File: config.mk
export PLATFORM = sky130hd
export DESIGN_NAME = rng_regwin
export DESIGN_NICKNAME = d
export VERILOG_FILES = /design/src/rtl/rng_regwin_pkg.sv /design/src/rtl/rng_enable_reg.sv /design/src/rtl/rng_bit_collector.sv /design/src/rtl/rng_read_mux.sv /design/src/rtl/rng_regwin.sv
export SDC_FILE = /design/constraint.sdc
export NUM_CORES = 1
export LEC_CHECK = 0
export ABC_AREA = 1
export BUFFER_PORTS_ARGS = -buffer_cell sky130_fd_sc_hd__buf_2
export CORE_MARGIN = 3
export CORE_UTILIZATION = 45
export DETAILED_ROUTE_END_ITERATION = 6
export GPL_TIMING_DRIVEN = 0
export PLACE_DENSITY = 0.77
export SETUP_SLACK_MARGIN = 0.2
export SYNTH_ARGS = -nofsm -noshare
export SYNTH_HDL_FRONTEND = slang
export SYNTH_SLANG_ARGS = --single-unit
File: constraint.sdc
create_clock -name clk -period 2.7 [get_ports clk]
set_clock_uncertainty 0.2 [all_clocks]
set_input_delay 0.135 -clock clk [delete_from_list [all_inputs] [get_ports clk]]
set_output_delay 0.135 -clock clk [all_outputs]
set_load 0.1 [all_outputs]
File: src/rtl/rng_regwin_pkg.sv
package rng_regwin_pkg;
  localparam int ADDR_W = 2;
  localparam int BYTE_W = 8;

  localparam logic [ADDR_W-1:0] OFS_CTRL = 2'd0;
  localparam logic [ADDR_W-1:0] OFS_STAT = 2'd1;
  localparam logic [ADDR_W-1:0] OFS_DATA = 2'd2;

  localparam int CTRL_PRESENT_BIT = 6;
  localparam int CTRL_ENABLE_BIT  = 0;
  localparam int STAT_READY_BIT   = 0;

  typedef enum logic [1:0] {
    SEL_CTRL = 2'd0,
    SEL_STAT = 2'd1,
    SEL_DATA = 2'd2,
    SEL_NONE = 2'd3
  } win_sel_e;
endpackage

File: src/rtl/rng_enable_reg.sv
module rng_enable_reg (
  input  logic clk,
  input  logic rst_n,
  input  logic wr_hit,
  input  logic wr_bit,
  output logic en_q,
  output logic en_next
);
  always_comb begin
    en_next = en_q;
    if (wr_hit) en_next = wr_bit;
  end

  always_ff @(posedge clk) begin
    if (!rst_n) en_q <= 1'b0;
    else        en_q <= en_next;
  end

  // enable reflects the last write to offset 0 in the following cycle
  assert_readback_R3: assert property (@(posedge clk) disable iff (!rst_n)
    wr_hit |=> (en_q == $past(wr_bit)));

  assert_hold_R4: assert property (@(posedge clk) disable iff (!rst_n)
    !wr_hit |=> $stable(en_q));
endmodule

File: src/rtl/rng_bit_collector.sv
module rng_bit_collector #(
  parameter int DATA_W = 8
) (
  input  logic              clk,
  input  logic              rst_n,
  input  logic              en_q,
  input  logic              en_next,
  input  logic              rd_take,
  input  logic              in_valid,
  input  logic              in_bit,
  output logic              in_ready,
  output logic              dready,
  output logic [DATA_W-1:0] data_q
);
  localparam int CNT_W = (DATA_W > 1) ? $clog2(DATA_W) : 1;
  localparam logic [CNT_W-1:0] LAST = CNT_W'(DATA_W - 1);

  logic [CNT_W-1:0]  cnt_q;
  logic [DATA_W-1:0] shift_q;
  logic [DATA_W-1:0] shift_nx;
  logic              take;
  logic              finish;

  assign in_ready = en_q && !dready;
  assign take     = in_valid && in_ready;
  assign finish   = take && (cnt_q == LAST);

  generate
    if (DATA_W > 1) begin : g_wide
      assign shift_nx = {shift_q[DATA_W-2:0], in_bit};
    end else begin : g_single
      assign shift_nx = in_bit;
    end
  endgenerate

  always_ff @(posedge clk) begin
    if (!rst_n) begin
      cnt_q   <= '0;
      shift_q <= '0;
      data_q  <= '0;
      dready  <= 1'b0;
    end else if (!en_next) begin
      cnt_q  <= '0;
      dready <= 1'b0;
    end else begin
      if (rd_take) dready <= 1'b0;
      if (take) begin
        shift_q <= shift_nx;
        if (finish) begin
          data_q <= shift_nx;
          dready <= 1'b1;
          cnt_q  <= '0;
        end else begin
          cnt_q <= cnt_q + 1'b1;
        end
      end
    end
  end

  assert_off_not_ready_R8: assert property (@(posedge clk) disable iff (!rst_n)
    !en_q |-> !dready);

  assert_off_data_kept_R8: assert property (@(posedge clk) disable iff (!rst_n)
    !en_q |=> $stable(data_q));

  assert_disable_wins_R9: assert property (@(posedge clk) disable iff (!rst_n)
    !en_next |=> !dready);

  assert_read_clears_R7: assert property (@(posedge clk) disable iff (!rst_n)
    (rd_take && dready) |=> !dready);

  assert_no_take_when_full_R5: assert property (@(posedge clk) disable iff (!rst_n)
    dready |-> !in_ready);
endmodule

File: src/rtl/rng_read_mux.sv
module rng_read_mux
  import rng_regwin_pkg::*;
#(
  parameter int DATA_W = 8
) (
  input  logic              rd,
  input  logic [ADDR_W-1:0] addr,
  input  logic              en_q,
  input  logic              dready,
  input  logic [DATA_W-1:0] data_q,
  output logic [BYTE_W-1:0] rdata
);
  win_sel_e sel;

  always_comb begin
    case (addr)
      OFS_CTRL: sel = SEL_CTRL;
      OFS_STAT: sel = SEL_STAT;
      OFS_DATA: sel = SEL_DATA;
      default:  sel = SEL_NONE;
    endcase
  end

  always_comb begin
    rdata = '0;
    if (rd) begin
      unique case (sel)
        SEL_CTRL: begin
          rdata[CTRL_PRESENT_BIT] = 1'b1;
          rdata[CTRL_ENABLE_BIT]  = en_q;
        end
        SEL_STAT: rdata[STAT_READY_BIT] = dready;
        SEL_DATA: rdata = BYTE_W'(data_q);
        SEL_NONE: rdata = '0;
      endcase
    end
  end
endmodule

File: src/rtl/rng_regwin.sv
module rng_regwin
  import rng_regwin_pkg::*;
#(
  parameter int DATA_W = 8
) (
  input  logic              clk,
  input  logic              rst_n,
  input  logic [ADDR_W-1:0] bus_addr,
  input  logic              bus_wr,
  input  logic [BYTE_W-1:0] bus_wdata,
  input  logic              bus_rd,
  output logic [BYTE_W-1:0] bus_rdata,
  input  logic              ent_valid,
  input  logic              ent_bit,
  output logic              ent_ready
);
  logic              en_q;
  logic              en_next;
  logic              dready;
  logic [DATA_W-1:0] data_q;
  logic              ctrl_wr;
  logic              data_rd;
  logic              unused_wdata_bits;

  assign ctrl_wr = bus_wr && (bus_addr == OFS_CTRL);
  assign data_rd = bus_rd && (bus_addr == OFS_DATA);
  assign unused_wdata_bits = ^{bus_wdata[BYTE_W-1:CTRL_ENABLE_BIT+1]};

  rng_enable_reg u_en (
    .clk     (clk),
    .rst_n   (rst_n),
    .wr_hit  (ctrl_wr),
    .wr_bit  (bus_wdata[CTRL_ENABLE_BIT]),
    .en_q    (en_q),
    .en_next (en_next)
  );

  rng_bit_collector #(.DATA_W(DATA_W)) u_col (
    .clk      (clk),
    .rst_n    (rst_n),
    .en_q     (en_q),
    .en_next  (en_next),
    .rd_take  (data_rd),
    .in_valid (ent_valid),
    .in_bit   (ent_bit),
    .in_ready (ent_ready),
    .dready   (dready),
    .data_q   (data_q)
  );

  rng_read_mux #(.DATA_W(DATA_W)) u_mux (
    .rd     (bus_rd),
    .addr   (bus_addr),
    .en_q   (en_q),
    .dready (dready),
    .data_q (data_q),
    .rdata  (bus_rdata)
  );

  assert_ctrl_read_R2: assert property (@(posedge clk) disable iff (!rst_n)
    (bus_rd && bus_addr == OFS_CTRL) |-> (bus_rdata == {1'b0, 1'b1, 5'b0, en_q}));

  assert_idle_bus_R2: assert property (@(posedge clk) disable iff (!rst_n)
    !bus_rd |-> (bus_rdata == '0));

  assert_other_wr_R4: assert property (@(posedge clk) disable iff (!rst_n)
    (bus_wr && bus_addr != OFS_CTRL && !ent_ready && !data_rd) |=> $stable(dready));

  assert_stat_read_R10: assert property (@(posedge clk) disable iff (!rst_n)
    (bus_rd && bus_addr == OFS_STAT && !bus_wr && dready) |=> dready);
endmodule

==> summary.txt <==
Yosys
  – Area of the mapped netlist: 1099 um^2
  – XOR/XNOR Fraction of Synth Area: 0%
  – Synth top cells by count: inv_1 (31), nand2_1 (30), dfxtp_1 (20), nor2_1 (20), nand3_1 (19)
  – Post-Synthesis Cells: 154
  – Yosys reg bits: 20
  – EDFF count, synth: 0
  – Async S/R FF share, synth: 0%
  – Seq/Total Area, Yosys: 36.45%
  – Post-synthesis adder-cell area fraction: 2.278%
  – Post-Syn Nets: 172
  – Compound-gate portion of the synthesized area: 10.14%
  – Ys flop type: dfxtp_1
  – Area leader, netlist: dfxtp_1
  – Main combinational cell family by area after synthesis: simple AND/OR/NAND/NOR gates
  – Post-synth top area share: 36.45%
  – Mux cell area share after synthesis: 0%
  – Synth warn: 0
  – Avg Cell Area, Syn: 7.133 um^2
  – Most frequent cell after synthesis: inv_1
  – Largest cells by area after synthesis: dfxtp_1 (36%), inv_1 (11%), nand2_1 (10%)
  – Synth Area in Simple Gates: 35.88%
  – Count of different cell masters after synthesis: 21

Timing
  – Final Critical Period: 1.791 ns
  – RSZ-0062 raised after global routing: no
  – Setup TNS: 0 ns
  – Worst-margin pin slew: 0.4869 ns
  – Period Utilization, post-route: 66.34%
  – Highest clock rate: 558.3 MHz
  – Pins Over Slew Limit: 0
  – Final setup violation count: 0
  – Max_slew headroom: 67.77%
  – Final Hold Vio Count: 0

Floorplan
  – Number of I/O pins: 25
  – Initial Utilization: 48.72%
  – Placeable Area: 2255 um^2
  – Std cell rows: 17
  – Die area: 3070 um^2
  – Die height: 55.41 um
  – Horiz. Die Dim: 55.41 um

Setup path
  – CP max stage delay: 0.44 ns
  – Crit path cell chain: inv_1 -> a21oi_1 -> a21oi_1 -> nor3_2 -> buf_2
  – Slowest cell on the critical path: buf_2
  – Worst EP arrival: 1.46 ns
  – Critical-path maximum fanout: 3
  – Critical Path RT: 2.37 ns
  – CP Capture Type: output pin
  – CP dominant cell by count: a21oi_1
  – Worst R2R Path Depth: 8
  – Type of the worst setup path: flop to output pin
  – Startpoint types: flop

Power and ir drop
  – Clock share of power: 32.7%
  – Leakage: 0.5900 nW
  – Net Sw Frac: 25.43%
  – Int Pwr: 0.3977 mW
  – Pwr/cell area: 416.7 nW/um^2
  – Gate power share: 11.6%
  – P_sw: 0.1357 mW
  – Worst VDD drop: 0.2623 mV
  – Sequential group share of total power: 55.7%

Finish
  – Antenna diode instance count: 0
  – Multi-input logic area: 540.5 um^2
  – Util after Layout: 56.77%
  – Fin nets: 195
  – Share of cells above drive strength 1: 25.00%
  – Sequential standard cell area: 400.4 um^2
  – Fillers: 204
  – Area grow syn2layout: 16.51%

Global routing
  – Initial antenna violation count: 0
  – Largest net degree at the start of global routing: 12
  – Met2 Use GR: 24.32%
  – Total GRT Usage: 14.32%
  – Grt ovf: 0
  – Most used routing layer: met2
  – GR Util met3: 2.103%
  – Global-route wire length before repair: 3650 um
  – Vias in the first global route: 894
  – Met1 Track Usage GR: 17.39%

Routing
  – Routed vias/inst: 4.696
  – Detail Route Antenna Nets: 0
  – Drt drc: 0
  – Aggregate routed wire length: 1998 um
  – Pre-antenna DRT Iters: 4
  – First DRT Iteration DRCs: 22
  – Vias: 958
  – Routed WL per cell: 9.794 um

Hold path
  – Worst hold path depth: 4
  – HP Class: primary input to flop

Place
  – Number of buffers added on ports: 16
  – GP Congestion: 0.7959
  – DP HPWL: 1511 um

CTS
  – CTS root buf: clkbuf_4
  – TritonCTS clock tree: yes
  – Clock Latency Late Sink: 0.30 ns
  – Total CTS buffers: 3
  – Worst-path clk slew: 0.10 ns
  – H-Tree Depth: 1
  – CTS sink count: 20
  – CTS max path bufs: 2

Run status
  – Status: complete, no violations

Run
  – Max cap viols: 0
[per-layer routing]
metal  share of wire (%)  vias to the layer above
li1                    -                      515
met1                  45                      414
met2                  48                       24
met3                 4.4                        5
met4                 2.7                        0
met5                   0                        -
[cell usage in the layout, fill, tap and decap left out]
| cell | n |
|---|---|
| dfxtp_1 | 20 |
| nand3_4 | 2 |
| a211oi_2 | 1 |
| nor2_4 | 1 |
| dlygate4sd3_1 | 2 |
| a21oi_1 | 5 |
| buf_6 | 2 |
| nor2_2 | 2 |
| inv_1 | 31 |
| nor2_1 | 20 |
| clkbuf_1 | 1 |
| clkbuf_4 | 3 |
| nand2_2 | 1 |
| nor3_1 | 2 |
| clkbuf_8 | 1 |
| buf_2 | 17 |
| clkinv_2 | 1 |
| nor3_2 | 1 |
| buf_8 | 1 |
| nand2_4 | 1 |
| nor2_8 | 1 |
| a21oi_2 | 9 |
| nand2_1 | 30 |
| ha_1 | 2 |
| nand3_1 | 19 |
[cells by family (layout without fill, tap and decap cells)]
group / Yosys count / count (layout)
adders and majority gates: 2 / 2
AOI/OAI and AO/OA: 15 / 15
buffers and inverters: 37 / 59
and+or+nand+nor: 80 / 80
DFF: 20 / 20
[state kept, by name, summed over array words and instances, names as in the netlist]
name / flops
u_col.data_q: 8
u_col.cnt_q: 3
u_col.dready: 1
u_en.en_q: 1
u_col.shift_q: 7
[through the flow]
step / std cells / area [um^2] / hold WS [ns] / worst slack, ns / total power, mW
final: 204 / 1280 / 0.05811 / 0.9089 / 0.5334
after global routing: 204 / 1280 / 0.06572 / 0.7475 / 0.5531
after CTS: 204 / 1280 / 0.05376 / 0.8874 / 0.5384
after detailed placement: 198 / 1224 / 0.2658 / 1.110 / 0.3635
after global placement: 198 / 1224 / 0.2519 / 1.111 / 0.3623
after floorplan: 154 / 1109 / 0.1663 / 0.6454 / 0.3474
[timing repair]
item / in CTS / in global routing
resized for setup: 0 / 0
hold buffers: 2 / 0
hold endpoints to repair: 5 / 0
setup buffers: 0 / 0
[layout make-up]
type,count,share of cell area [%]
Tap cell,28,2.737
Clock buffer,4,2.835
Buffer,5,3.617
Inverter,32,9.482
Timing Repair Buffer,18,7.820
Multi-Input combinational cell,97,42.23
Sequential cell,20,31.28
[power groups by stage]
stage	clock network, mW	registers, mW	logic (mW)
6_report	0.174	0.297	0.0621
5_1_grt	0.188	0.297	0.0683
3_3_place_gp	0	0.304	0.0587
3_5_place_dp	0	0.304	0.0598
4_1_cts	0.179	0.297	0.0623
2_1_floorplan	0	0.304	0.0439
[final timing paths]
kind | start | slack, ns | to
worst min register to register | u_col.cnt_q[2] | 0.28 | u_col.cnt_q[2]
worst min-delay path | ent_valid | 0.06 | u_col.cnt_q[2]
worst max register to register | u_col.cnt_q[0] | 1.10 | u_col.data_q[6]
worst max-delay path | u_col.dready | 0.91 | bus_rdata[0]
[worst max-delay path, delay by kind of cell, from the launching register on]
kind                   cells  cell delay (ns)
AO/OA/AOI/OAI              2             0.20
buffers and inverters      2             0.52
flip-flops                 1             0.34
AND/OR/NAND/NOR            1             0.10
No activity file was read; power rests on OpenSTA's default activity.
